<file path="src/rtl/cbr_pkg.sv">
package cbr_pkg;
  localparam int NTGT = 10;

  typedef enum logic [3:0] {
    TG_ROM0 = 4'd0, TG_ROMX = 4'd1, TG_VRAM = 4'd2, TG_XRAM = 4'd3,
    TG_CLK  = 4'd4, TG_WRAM = 4'd5, TG_OAM  = 4'd6, TG_IO   = 4'd7,
    TG_HRAM = 4'd8, TG_IE   = 4'd9, TG_NONE = 4'd15
  } tgt_e;

  localparam logic [15:0] OAM_LO  = 16'hFE00;
  localparam logic [15:0] OAM_HI  = 16'hFEA0;
  localparam logic [15:0] IO_LO   = 16'hFF00;
  localparam logic [15:0] HRAM_LO = 16'hFF80;
  localparam logic [15:0] IE_ADDR = 16'hFFFF;

  // Blocked window selected by the DMA source's top three bits and the model.
  function automatic logic dma_window_hit(logic color, logic [2:0] src_top,
                                          logic [15:0] a);
    logic [15:0] lo, hi;
    if (src_top == 3'd4) begin
      lo = 16'h8000; hi = 16'hA000;
    end else if (color && src_top == 3'd6) begin
      lo = 16'hC000; hi = 16'hFE00;
    end else if (color) begin
      lo = 16'hA000; hi = 16'hC000;
    end else begin
      lo = 16'hA000; hi = 16'hFE00;
    end
    return (a >= lo) && (a < hi);
  endfunction

  function automatic logic in_oam(logic [15:0] a);
    return (a >= OAM_LO) && (a < OAM_HI);
  endfunction
endpackage

</file>
<file path="src/rtl/cbr_region_decode.sv">
module cbr_region_decode
  import cbr_pkg::*;
#(
  parameter logic [15:0] BANK_ADDR = 16'hFF70
) (
  input  logic [15:0] addr,
  input  logic        clkreg_sel,
  input  logic        xram_ok,
  input  logic        oam_open,
  output tgt_e        tgt
);
  always_comb begin
    tgt = TG_NONE;
    case (addr[15:12])
      4'h0, 4'h1, 4'h2, 4'h3: tgt = TG_ROM0;
      4'h4, 4'h5, 4'h6, 4'h7: tgt = TG_ROMX;
      4'h8, 4'h9:             tgt = TG_VRAM;
      4'hA, 4'hB: begin
        if (clkreg_sel)   tgt = TG_CLK;
        else if (xram_ok) tgt = TG_XRAM;
        else              tgt = TG_NONE;
      end
      4'hC, 4'hD, 4'hE:       tgt = TG_WRAM;
      default: begin
        if (addr < OAM_LO)          tgt = TG_WRAM;
        else if (addr < OAM_HI)     tgt = oam_open ? TG_OAM : TG_NONE;
        else if (addr < IO_LO)      tgt = TG_NONE;
        else if (addr == BANK_ADDR) tgt = TG_NONE;
        else if (addr < HRAM_LO)    tgt = TG_IO;
        else if (addr < IE_ADDR)    tgt = TG_HRAM;
        else                        tgt = TG_IE;
      end
    endcase
  end
endmodule

</file>
<file path="src/rtl/cbr_dma_guard.sv">
module cbr_dma_guard
  import cbr_pkg::*;
(
  input  logic        odma_active,
  input  logic [15:0] odma_src,
  input  logic        model_color,
  input  logic [15:0] addr,
  output logic        blocked
);
  logic oam_hit, win_hit;
  always_comb begin
    oam_hit = in_oam(addr);
    win_hit = dma_window_hit(model_color, odma_src[15:13], addr);
    blocked = odma_active && (oam_hit || win_hit);
  end
endmodule

</file>
<file path="src/rtl/cbr_wram_bank.sv">
module cbr_wram_bank #(
  parameter int          BANK_W    = 3,
  parameter logic [15:0] BANK_ADDR = 16'hFF70
) (
  input  logic              clk,
  input  logic              rst_n,
  input  logic              cpu_wr,
  input  logic [15:0]       addr,
  input  logic [7:0]        wdata,
  output logic [BANK_W-1:0] bank,
  output logic              bank_wr
);
  logic [BANK_W-1:0] req;
  always_comb begin
    bank_wr = cpu_wr && (addr == BANK_ADDR);
    req     = wdata[BANK_W-1:0];
  end

  always_ff @(posedge clk or negedge rst_n) begin
    if (!rst_n)       bank <= BANK_W'(1);
    else if (bank_wr) bank <= (req == '0) ? BANK_W'(1) : req;
  end
endmodule

</file>
<file path="src/rtl/cbr_rdata_mux.sv">
module cbr_rdata_mux
  import cbr_pkg::*;
#(
  parameter int BANK_W = 3
) (
  input  logic              route_ok,
  input  tgt_e              tgt,
  input  logic              bank_rd,
  input  logic [BANK_W-1:0] bank,
  input  logic [7:0]        rom_rdata,
  input  logic [7:0]        vram_rdata,
  input  logic [7:0]        xram_rdata,
  input  logic [7:0]        clkreg_rdata,
  input  logic [7:0]        wram_rdata,
  input  logic [7:0]        oam_rdata,
  input  logic [7:0]        io_rdata,
  input  logic [7:0]        hram_rdata,
  input  logic [7:0]        ie_rdata,
  output logic [7:0]        rdata
);
  always_comb begin
    rdata = 8'hFF;
    if (bank_rd) begin
      rdata = {{(8-BANK_W){1'b1}}, bank};
    end else if (route_ok) begin
      case (tgt)
        TG_ROM0, TG_ROMX: rdata = rom_rdata;
        TG_VRAM:          rdata = vram_rdata;
        TG_XRAM:          rdata = xram_rdata;
        TG_CLK:           rdata = clkreg_rdata;
        TG_WRAM:          rdata = wram_rdata;
        TG_OAM:           rdata = oam_rdata;
        TG_IO:            rdata = io_rdata;
        TG_HRAM:          rdata = hram_rdata;
        TG_IE:            rdata = ie_rdata;
        default:          rdata = 8'hFF;
      endcase
    end
  end
endmodule

</file>
<file path="src/rtl/cpu_bus_router.sv">
module cpu_bus_router
  import cbr_pkg::*;
#(
  parameter int          BANK_W    = 3,
  parameter logic [15:0] BANK_ADDR = 16'hFF70
) (
  input  logic                 clk,
  input  logic                 rst_n,
  input  logic [15:0]          cpu_addr,
  input  logic                 cpu_rd,
  input  logic                 cpu_wr,
  input  logic [7:0]           cpu_wdata,
  output logic [7:0]           cpu_rdata,
  input  logic                 model_color,
  input  logic [1:0]           vid_mode,
  input  logic                 odma_active,
  input  logic [15:0]          odma_src,
  input  logic                 clkreg_sel,
  input  logic                 xram_en,
  input  logic                 xram_present,
  output logic [NTGT-1:0]      mem_sel,
  output logic                 mem_rd,
  output logic                 mem_wr,
  output logic [BANK_W+11:0]   loc_addr,
  output logic                 bankctl_wr,
  input  logic [7:0]           rom_rdata,
  input  logic [7:0]           vram_rdata,
  input  logic [7:0]           xram_rdata,
  input  logic [7:0]           clkreg_rdata,
  input  logic [7:0]           wram_rdata,
  input  logic [7:0]           oam_rdata,
  input  logic [7:0]           io_rdata,
  input  logic [7:0]           hram_rdata,
  input  logic [7:0]           ie_rdata
);
  localparam int LOC_W = BANK_W + 12;

  tgt_e              tgt;
  logic              blocked;
  logic              rom_hit;
  logic              access;
  logic              route_ok;
  logic              bank_wr;
  logic              bank_rd;
  logic [BANK_W-1:0] bank;

  cbr_region_decode #(.BANK_ADDR(BANK_ADDR)) u_dec (
    .addr       (cpu_addr),
    .clkreg_sel (clkreg_sel),
    .xram_ok    (xram_en && xram_present),
    .oam_open   (vid_mode < 2'd2),
    .tgt        (tgt)
  );

  cbr_dma_guard u_guard (
    .odma_active (odma_active),
    .odma_src    (odma_src),
    .model_color (model_color),
    .addr        (cpu_addr),
    .blocked     (blocked)
  );

  cbr_wram_bank #(.BANK_W(BANK_W), .BANK_ADDR(BANK_ADDR)) u_bank (
    .clk     (clk),
    .rst_n   (rst_n),
    .cpu_wr  (cpu_wr),
    .addr    (cpu_addr),
    .wdata   (cpu_wdata),
    .bank    (bank),
    .bank_wr (bank_wr)
  );

  always_comb begin
    access     = cpu_rd || cpu_wr;
    rom_hit    = (tgt == TG_ROM0) || (tgt == TG_ROMX);
    bankctl_wr = cpu_wr && rom_hit && !blocked;
    route_ok   = access && !blocked && (tgt != TG_NONE) && !(cpu_wr && rom_hit);
    bank_rd    = cpu_rd && (cpu_addr == BANK_ADDR);
    mem_rd     = cpu_rd && route_ok;
    mem_wr     = cpu_wr && route_ok;
  end

  for (genvar g = 0; g < NTGT; g++) begin : g_sel
    assign mem_sel[g] = route_ok && (tgt == tgt_e'(g));
  end

  always_comb begin
    loc_addr = '0;
    case (tgt)
      TG_ROM0, TG_ROMX: loc_addr = LOC_W'(cpu_addr[13:0]);
      TG_VRAM, TG_XRAM: loc_addr = LOC_W'(cpu_addr[12:0]);
      TG_WRAM: loc_addr = cpu_addr[12] ? {bank, cpu_addr[11:0]}
                                       : LOC_W'(cpu_addr[11:0]);
      TG_OAM:           loc_addr = LOC_W'(cpu_addr[7:0]);
      TG_IO, TG_HRAM:   loc_addr = LOC_W'(cpu_addr[6:0]);
      default:          loc_addr = '0;
    endcase
  end

  cbr_rdata_mux #(.BANK_W(BANK_W)) u_mux (
    .route_ok     (route_ok),
    .tgt          (tgt),
    .bank_rd      (bank_rd),
    .bank         (bank),
    .rom_rdata    (rom_rdata),
    .vram_rdata   (vram_rdata),
    .xram_rdata   (xram_rdata),
    .clkreg_rdata (clkreg_rdata),
    .wram_rdata   (wram_rdata),
    .oam_rdata    (oam_rdata),
    .io_rdata     (io_rdata),
    .hram_rdata   (hram_rdata),
    .ie_rdata     (ie_rdata),
    .rdata        (cpu_rdata)
  );
endmodule

</file>
<file path="config.mk">
export PLATFORM = sky130hd
export DESIGN_NAME = cpu_bus_router
export DESIGN_NICKNAME = d
export VERILOG_FILES = /design/src/rtl/cbr_pkg.sv /design/src/rtl/cbr_region_decode.sv /design/src/rtl/cbr_dma_guard.sv /design/src/rtl/cbr_wram_bank.sv /design/src/rtl/cbr_rdata_mux.sv /design/src/rtl/cpu_bus_router.sv
export SDC_FILE = /design/constraint.sdc
export NUM_CORES = 1
export LEC_CHECK = 0
export BUFFER_PORTS_ARGS = -buffer_cell sky130_fd_sc_hd__buf_4
export CAP_MARGIN = 0
export CORE_MARGIN = 10
export CORE_UTILIZATION = 42
export DETAILED_ROUTE_END_ITERATION = 16
export PLACE_DENSITY_LB_ADDON = 0.3
export SLEW_MARGIN = 10
export SYNTH_ARGS = -nofsm -noshare
export SYNTH_HDL_FRONTEND = slang
export SYNTH_HIERARCHICAL = 1
export SYNTH_SLANG_ARGS = --single-unit
</file>
<file path="constraint.sdc">
create_clock -name clk -period 7.65 [get_ports clk]
set_clock_uncertainty 0.05 [all_clocks]
set_input_delay 0.765 -clock clk [delete_from_list [all_inputs] [get_ports clk]]
set_output_delay 0.765 -clock clk [all_outputs]
set_load 0.02 [all_outputs]
</file>
Word-level counts from Yosys, hierarchy flattened
Index checks and enable logic that the tools add are counted.
{ "word_totals": {"regBits": 3, "in_bits": 123} }
{ "op_classes": {"magnitude_cmp": 9, "n_eq_ne": 27, "mux": 21, "reduce_logical": 40} }
{ "ops": {"columns": ["op", "n"], "rows": [
  ["$lt A16 B16 Y1 const B", 5],
  ["$pmux W15 S5", 1],
  ["$pmux W8 S9", 1],
  ["$mux W16", 3],
  ["$eq A4 B4 Y1 const B", 9],
  ["$eq A4 B3 Y1 const B", 8],
  ["$mux W4", 8],
  ["$mux W15", 2],
  ["$logic_and A1 B1 Y1", 24],
  ["$pmux W4 S5", 1],
  ["$eq A16 B16 Y1 const B", 1],
  ["$eq A4 B2 Y1 const B", 4],
  ["$ge A16 B16 Y1", 1],
  ["$ge A16 B16 Y1 const B", 1],
  ["$lt A16 B16 Y1", 1],
  ["$mux W8", 2],
  ["$mux W14", 1],
  ["$reduce_or A2 Y1", 5],
  ["$eq A4 B1 Y1 const B", 2],
  ["$logic_not A4 Y1", 2],
  ["$reduce_or A4 Y1", 2],
  ["$eq A3 B3 Y1 const B", 2],
  ["$ne A4 B4 Y1 const B", 1],
  ["$logic_not A3 Y1", 1],
  ["6 further kinds", 9]
]} }

Depth between registers and ports, before layout
Gate-level depths: netlist of the first run.
{ "logic_depth": {"depth_word": 15, "depth_mapped": 13, "ltp_nobuf": 13} }

Hierarchy
Netlist of the first run, hierarchy kept.
{ "modules_own_cells": {"columns": ["module", "n_inst", "cells_each", "area_per_inst_um2"], "rows": [
  ["cbr_rdata_mux", 1, 109, 804.5],
  ["cpu_bus_router", 1, 61, 366.6],
  ["cbr_dma_guard", 1, 36, 290.3],
  ["cbr_wram_bank", 1, 15, 190.2],
  ["cbr_region_decode", 1, 25, 167.7]
]} }

Worst setup path before layout of the first run
No wires, ideal clock.
{ "synth_path": {"path_type": "input port to output port", "from": "in odma_src[13]", "to": "out cpu_rdata[5]", "t_arrival_ns": 3.371, "required_ns": 6.835, "setup_slack_ns": 3.464, "cell_stages": 13, "n_path_buf": 0, "cell_sequence": "nand2b_4 -> a21o_1 -> ha_1 -> nand4_1 -> nor3_1 -> o41ai_2 -> a31o_1 -> o21ba_2 -> a21boi_0 -> and2_1 -> nand3b_2 -> a221o_1 -> a211o_1"} }
{ "synth_via": {"elab_chain_cells": 14, "word_cells_on_any_way": 18, "classes_between": "order compare: 2; eq/ne: 2; mux: 6; reduce/logical: 8"} }
{ "synth_lines": {"columns": ["item", "line", "source"], "rows": [
  ["start, declared", "cpu_bus_router.sv:17", "input logic [15:0] odma_src,"],
  ["$eq A3 B3 Y1", "cbr_pkg.sv:22", "end else if (color && src_top == 3'd6) begin"],
  ["$logic_and A1 B1 Y1", "cbr_pkg.sv:22", null],
  ["$mux W15 / $mux W16 (equally long branches)", "cbr_pkg.sv:22", null],
  ["$mux W16", "cbr_pkg.sv:20", "if (src_top == 3'd4) begin"],
  ["$ge A16 B16 Y1 / $lt A16 B16 Y1 (equally long branches)", "cbr_pkg.sv:29", "return (a >= lo) && (a < hi);"],
  ["$logic_and A1 B1 Y1 (*)", "cbr_pkg.sv:29", null],
  ["$logic_or A1 B1 Y1 (*)", "cbr_dma_guard.sv:14", "blocked = odma_active && (oam_hit || win_hit);"],
  ["$logic_and A1 B1 Y1 (*)", "cbr_dma_guard.sv:14", null],
  ["via blocked", "cpu_bus_router.sv:39", "logic blocked;"],
  ["$logic_not A1 Y1 (*)", "cpu_bus_router.sv:77", "route_ok = access && !blocked && (tgt != TG_NONE) && !(cpu_wr && rom_hit);"],
  ["$logic_and A1 B1 Y1 (*) (3 in a row)", "cpu_bus_router.sv:77", null],
  ["via route_ok", "cpu_bus_router.sv:42", "logic route_ok;"],
  ["$mux W8 (*)", "cbr_rdata_mux.sv:25", "end else if (route_ok) begin"],
  ["$mux W8 (*)", "cbr_rdata_mux.sv:23", "if (bank_rd) begin"],
  ["end, declared", "cpu_bus_router.sv:13", "output logic [7:0] cpu_rdata,"]
]} }
Mark *: on every way through the listed nets, which the timed path passes. The rest lies on a longest branch.

Worst setup path in the final report of the first run
Ends and elaborated chain as after synthesis.

==> results of run 1 <==
==> cell usage in the layout (no fill, tap or decap), types with 4 or more instances in the layout <==
cell,n
nand2_1,13
mux2_2,5
a21oi_1,8
nor2_1,20
ha_1,7
and3_1,5
nand3_1,6
mux2i_1,17
o211ai_1,5
o21ai_0,6
and2_1,15
nand4_1,5
nand4b_1,5
nor3_1,13
nand2b_1,10
inv_1,10
nor2b_1,5
buf_4,142
nor4_1,4
a32oi_1,5
a31oi_1,6
==> per-layer routing <==
metal / up-vias / part of all wire (%) / GRT usage (%)
met3: 8 / 10 / 7.379
met5: - / 0 / 0
met4: 0 / 0.80 / 3.293
met2: 123 / 48 / 33.72
li1: 1216 / - / -
met1: 1156 / 40 / 22.50
==> through the flow <==
step	utilization (%)	hold WS, ns	power [mW]	setup slack (ns)	instance area (um2)
final	71.19	0.2787	0.2396	2.839	2909
after global routing	71.19	0.2751	0.2575	2.688	2909
after CTS	71.19	0.2745	0.2407	2.866	2909
after detailed placement	70.09	0.4967	0.1925	2.933	2864
after global placement	70.09	0.4806	0.1887	3.024	2864
after floorplan	-	0.4194	0.1081	3.464	1813
==> power groups by stage <==
stage / registers [mW] / logic, mW / clock network [mW]
after global placement: 0.0162 / 0.172 / 0
after detailed placement: 0.0162 / 0.176 / 0
after CTS: 0.0160 / 0.177 / 0.0473
final: 0.0160 / 0.178 / 0.0460
after global routing: 0.0160 / 0.192 / 0.0491
after floorplan: 0.0162 / 0.0919 / 0
==> layout make-up <==
class / instances / area (um2) / area share (%)
multi-input combinational: 218 / 1622 / 55.74
timing repair buffer: 142 / 1066 / 36.65
sequential: 3 / 76.32 / 2.624
tap: 50 / 62.56 / 2.151
clock buffer: 4 / 45.04 / 1.548
inverter: 10 / 37.54 / 1.290
==> worst max-delay path, delay by kind of cell <==
kind	cells	cell delay (ns)
AO/OA/AOI/OAI	7	1.75
AND/OR/NAND/NOR	5	0.90
buffers and inverters	2	0.29
adder cells (fa/ha/maj)	1	0.29
==> final timing paths <==
check	start	endpoint
worst max-delay path	odma_src[13]	cpu_rdata[5]
worst min-delay path	rst_n	u_bank/bank[2]
worst max register to register	u_bank/bank[1]	u_bank/bank[1]
worst min register to register	u_bank/bank[2]	u_bank/bank[2]
max in group asynchronous	rst_n	u_bank/bank[0]
min in group clk	u_bank/bank[2]	u_bank/bank[2]
==> impl_metrics.csv, run 1 <==
group,metric,value,unit
run_status,status,"complete, no violations",
critical_path,slowest_stage,"a21boi_0",
power,ir_worst_vdd,0.00006864,V
die,floorplan.initialDensity,44.37,%
placement,gp_congestion,0.9103,
clock_network,clk_pin_slew_worst_paths,0.03,ns
power,power_density,82.37,mW/mm2
drt,dr_total_vias,2503,
drt,wl_per_cell,18.49,um
timing,max_freq,207.8,MHz
timing,fin_tns_setup,0,ns
yosys,avgSynthCellArea,7.400,um2
clock_network,insertion_delay,0.22,ns
placement,hpwlAfterDp,6.356,mm
drt,drt-total-wl,7.895,mm
clock_network,ctsHoldBuffers,0,
cells_and_area,largest-register,"u_bank/bank",
timing,fin_crit_sh,62.89,%
drt,drtAntennaViolNets,0,
die,rows,23,
drt,drc,0,
timing,grt_setup_unrepaired,"false",
cells_and_area,drive_above_1_share,45.09,%
die,io_pins,159,
clock_network,numClockSinks,3,
die,die_height,85.70,um
clock_network,cts_max_level,1,
power,p_sw_share,41.30,%
drt,vias_per_cell,5.862,
die,fp.dieW,85.70,um
drt,drtIter0Drc,107,
cells_and_area,reg.largest.list,"u_bank/bank: 3 flops",
drt,firstDrtPassIters,4,
cells_and_area,largest_reg_flops,3,
clock_network,cts_tree,"done",
clock_network,cts-root-buf,"clkbuf_8",
timing,drv_slew,0,
cells_and_area,antennaDiodeCount,0,
critical_path,cp_slowest_stage_delay,0.33,ns
power,p_int,0.1406,mW
worst_hold_path,hold_path.class,"input port to async pin",
critical_path,path_cells,"buf_4 -> nand2b_4 -> a21o_1 -> ha_1 -> nand4_1 -> nor3_1 -> o41ai_2 -> a31o_1 -> o21ba_2 -> a21boi_0 -> and2_1 -> nand3b_2 -> a221o_1 -> a211o_1 -> buf_4",
critical_path,worst-path-max-fanout,8,
critical_path,cp-end-kind,"output port",
power,power.switching,0.09897,mW
job,maxCapViolations,0,
global_routing,grt_remaining_overflow,0,
critical_path,critPathLaunchType,"input port",
power,p_seq_share,6.7,%
clock_network,post_cts_buffers,0,
global_routing,grt_pass1_vias,2569,
timing,slew_headroom,62.28,%
die,coreArea,0.004086,mm2
critical_path,worstSetupPathType,"input port to output port",
clock_network,cts_buffer_depth,2,
yosys,synth_fp_nets,375,
critical_path,cp_common_cell,"buf_4",
timing,hold_viol_final,0,
power,comb_power_share,74.1,%
placement,io_buffers,139,
global_routing,antenna_found_initial,0,
critical_path,reg2reg_slack,6.82,ns
timing,tightestPinTransition,0.5658,ns
critical_path,arrival,4.00,ns
placement,dpl.cell_count,423,
cells_and_area,num-fill-cells,354,
global_routing,grt_max_degree,42,
cells_and_area,area_growth,60.46,%
timing,setup_viol,0,
power,power_frac_clock,19.2,%
yosys,synthCells,245,
power,p_leak,1.369,nW
global_routing,grt_pass1_wl,12.27,mm
clock_network,cts_resized,0,
yosys,syn_area,0.001813,mm2
critical_path,reg2reg_depth,1,
die,dieArea,0.007344,mm2
cells_and_area,layout.nets,508,
cells_and_area,fin_cells,427,
global_routing,track_usage,19.50,%
timing,min_period,4.811,ns
yosys,ys_warn_count,6,
clock_network,numCtsBuffers,3,
critical_path,required,6.84,ns
Note: power is estimated with default switching activity, not from simulation.
==> run 2: changes to the inputs <==
CORE_UTILIZATION = 35   (was 42)
clock period = 4.2 ns   (was 7.65 ns; I/O delays follow)
==> run 2 against run 1 <==
Worst setup slack got worse by 2.6 ns. Clock-buffer cell count did not move. Power rose by 82%. Non-clock buffer count rose by 2. Die area rose by 15%. Flip-flop and latch count did not move. Sequential power rose by 83%. Clock power rose by 82%. Critical path depth did not move. Sequential share of layout area barely moved. Highest routed layer unchanged.
==> impl_metrics.csv, run 2 (same netlist as run 1, synthesis figures left out) <==
group,metric,value,unit
timing,fin_ws,0.2532,ns
worst_hold_path,hold_path.class,"input port to register",
timing,drv_slew,0,
global_routing,grt_pass1_vias,2519,
timing,grt_setup_unrepaired,"false",
drt,dr_total_vias,2479,
placement,io_buffers,139,
clock_network,clk_pin_slew_worst_paths,0.03,ns
critical_path,critPathLaunchType,"input port",
cells_and_area,layout.nets,510,
die,rows,26,
placement,dpl.cell_count,444,
clock_network,cts_max_level,1,
cells_and_area,antennaDiodeCount,0,
cells_and_area,area_growth,63.49,%
power,ir_worst_vdd,0.0001611,V
cells_and_area,most-common-layout-cells,"142 x buf_4, 20 x nor2_1, 17 x mux2i_1",
clock_network,post_cts_buffers,0,
global_routing,antenna_found_initial,0,
critical_path,required,3.73,ns
cells_and_area,reg.largest.list,"u_bank/bank: 3 flops",
die,dieArea,0.008458,mm2
timing,tightestPinTransition,0.5258,ns
clock_network,cts_buffer_depth,2,
clock_network,insertion_delay,0.21,ns
global_routing,grt_remaining_overflow,0,
cells_and_area,fin_cells,449,
critical_path,r2r_start,"u_bank/bank[2]",
drt,drt-total-wl,7.646,mm
die,die_height,91.97,um
cells_and_area,drive_above_1_share,45.12,%
critical_path,reg2reg_slack,3.38,ns
clock_network,numCtsBuffers,3,
placement,dp_slack,0.1664,ns
global_routing,grt_max_degree,42,
timing,fin_tns_setup,0,ns
timing,fin_crit_sh,93.97,%
drt,wl_per_cell,17.03,um
die,floorplan.initialDensity,35.72,%
die,coreArea,0.005075,mm2
critical_path,arrival,3.48,ns
timing,whs,0.3932,ns
drt,drtIter0Drc,86,
timing,max_freq,253.4,MHz
die,fp.dieW,91.97,um
timing,min_period,3.947,ns
placement,gp_congestion,0.8760,
clock_network,cts_tree,"done",
clock_network,numClockSinks,3,
placement,hpwlAfterDp,6.266,mm
critical_path,worst_r2r_endpoint,"u_bank/bank[2]",
worst_hold_path,hold_path_depth,2,
worst_hold_path,hold_end,"u_bank/bank[2]",
die,io_pins,159,
worst_hold_path,holdCritStartpoint,"cpu_wdata[2]",
critical_path,cp-end-kind,"output port",
timing,setup_viol,0,
drt,drc,0,
global_routing,track_usage,16.57,%
job,maxCapViolations,0,
clock_network,cts-root-buf,"clkbuf_8",
critical_path,reg2reg_depth,1,
cells_and_area,final_common_cell,"buf_4",
power,p_leak,1.384,nW
critical_path,worstSetupPathType,"input port to output port",
drt,vias_per_cell,5.521,
drt,drtAntennaViolNets,0,
drt,firstDrtPassIters,4,
timing,hold_viol_final,0,
cells_and_area,largest_reg_flops,3,
cells_and_area,num-fill-cells,504,
cells_and_area,largest-register,"u_bank/bank",
global_routing,grt_pass1_wl,12.03,mm
run_status,status,"complete, no violations",
timing,slew_headroom,64.45,%
critical_path,worst-path-max-fanout,8,
power,power_density,147.2,mW/mm2
==> run 2: report_power, final <==
part	switching [mW]	total [mW]	internal, mW	leakage [nW]
clock network	0.0191	0.0838	0.0647	0.0228
logic	0.159	0.323	0.165	1.32
registers	0.00000914	0.0292	0.0292	0.0383
==> run 2: routing by layer <==
layer / GRT usage [%] / share of wire (%)
met1: 20.92 / 43
met5: 0 / 0
met3: 5.460 / 11
met2: 27.35 / 46
met4: 2.185 / 0.63
==> run 2: metrics by stage <==
stage                     total power, mW  instance area (um2)  util, %
after floorplan                    0.1968                 1813        -
after global placement             0.3488                 2909    57.32
after detailed placement           0.3530                 2909    57.32
after CTS                          0.4391                 2964    58.41
after global routing               0.4706                 2964    58.41
final                              0.4364                 2964    58.41
==> run 2: final cells by class <==
type / count / area [um2] / share of cell area (%)
clock buffer: 4 / 45.04 / 1.520
multi-input combinational: 218 / 1622 / 54.71
timing repair buffer: 144 / 1096 / 36.98
inverter: 10 / 37.54 / 1.266
sequential: 3 / 76.32 / 2.575
tap: 70 / 87.58 / 2.955
==> run 2: how the worst max path moves through the flow <==
| stage | start | end | slack [ns] | cells after the start |
|---|---|---|---|---|
| after floorplan | odma_src[13] | cpu_rdata[5] | 0.70 | 13 |
| after global placement | odma_src[13] | cpu_rdata[5] | 0.23 | 15 |
| after detailed placement | odma_src[13] | cpu_rdata[5] | 0.17 | 15 |
| after CTS | odma_src[13] | cpu_rdata[5] | 0.16 | 15 |
| after global routing | odma_src[13] | cpu_rdata[5] | 0.02 | 15 |
| final | odma_src[13] | cpu_rdata[5] | 0.25 | 15 |
==> run 2: timing repair <==
action / in CTS / in global routing
endpoints found under the setup margin: 0 / 2
hold endpoints to repair: 2 / 0
resized for setup: 0 / 1
hold buffers: 1 / 0
==> run 2: worst max-delay path, stage by stage <==
cell,delay (ns)
buf_4,0.13
nand2b_4,0.14
a21o_1,0.22
ha_1,0.29
nand4_1,0.08
nor3_1,0.24
o41ai_2,0.11
a31o_1,0.22
o21ba_2,0.26
a21boi_1,0.23
and2_1,0.17
nand3b_2,0.20
a221o_1,0.32
a211o_1,0.28
buf_4,0.16
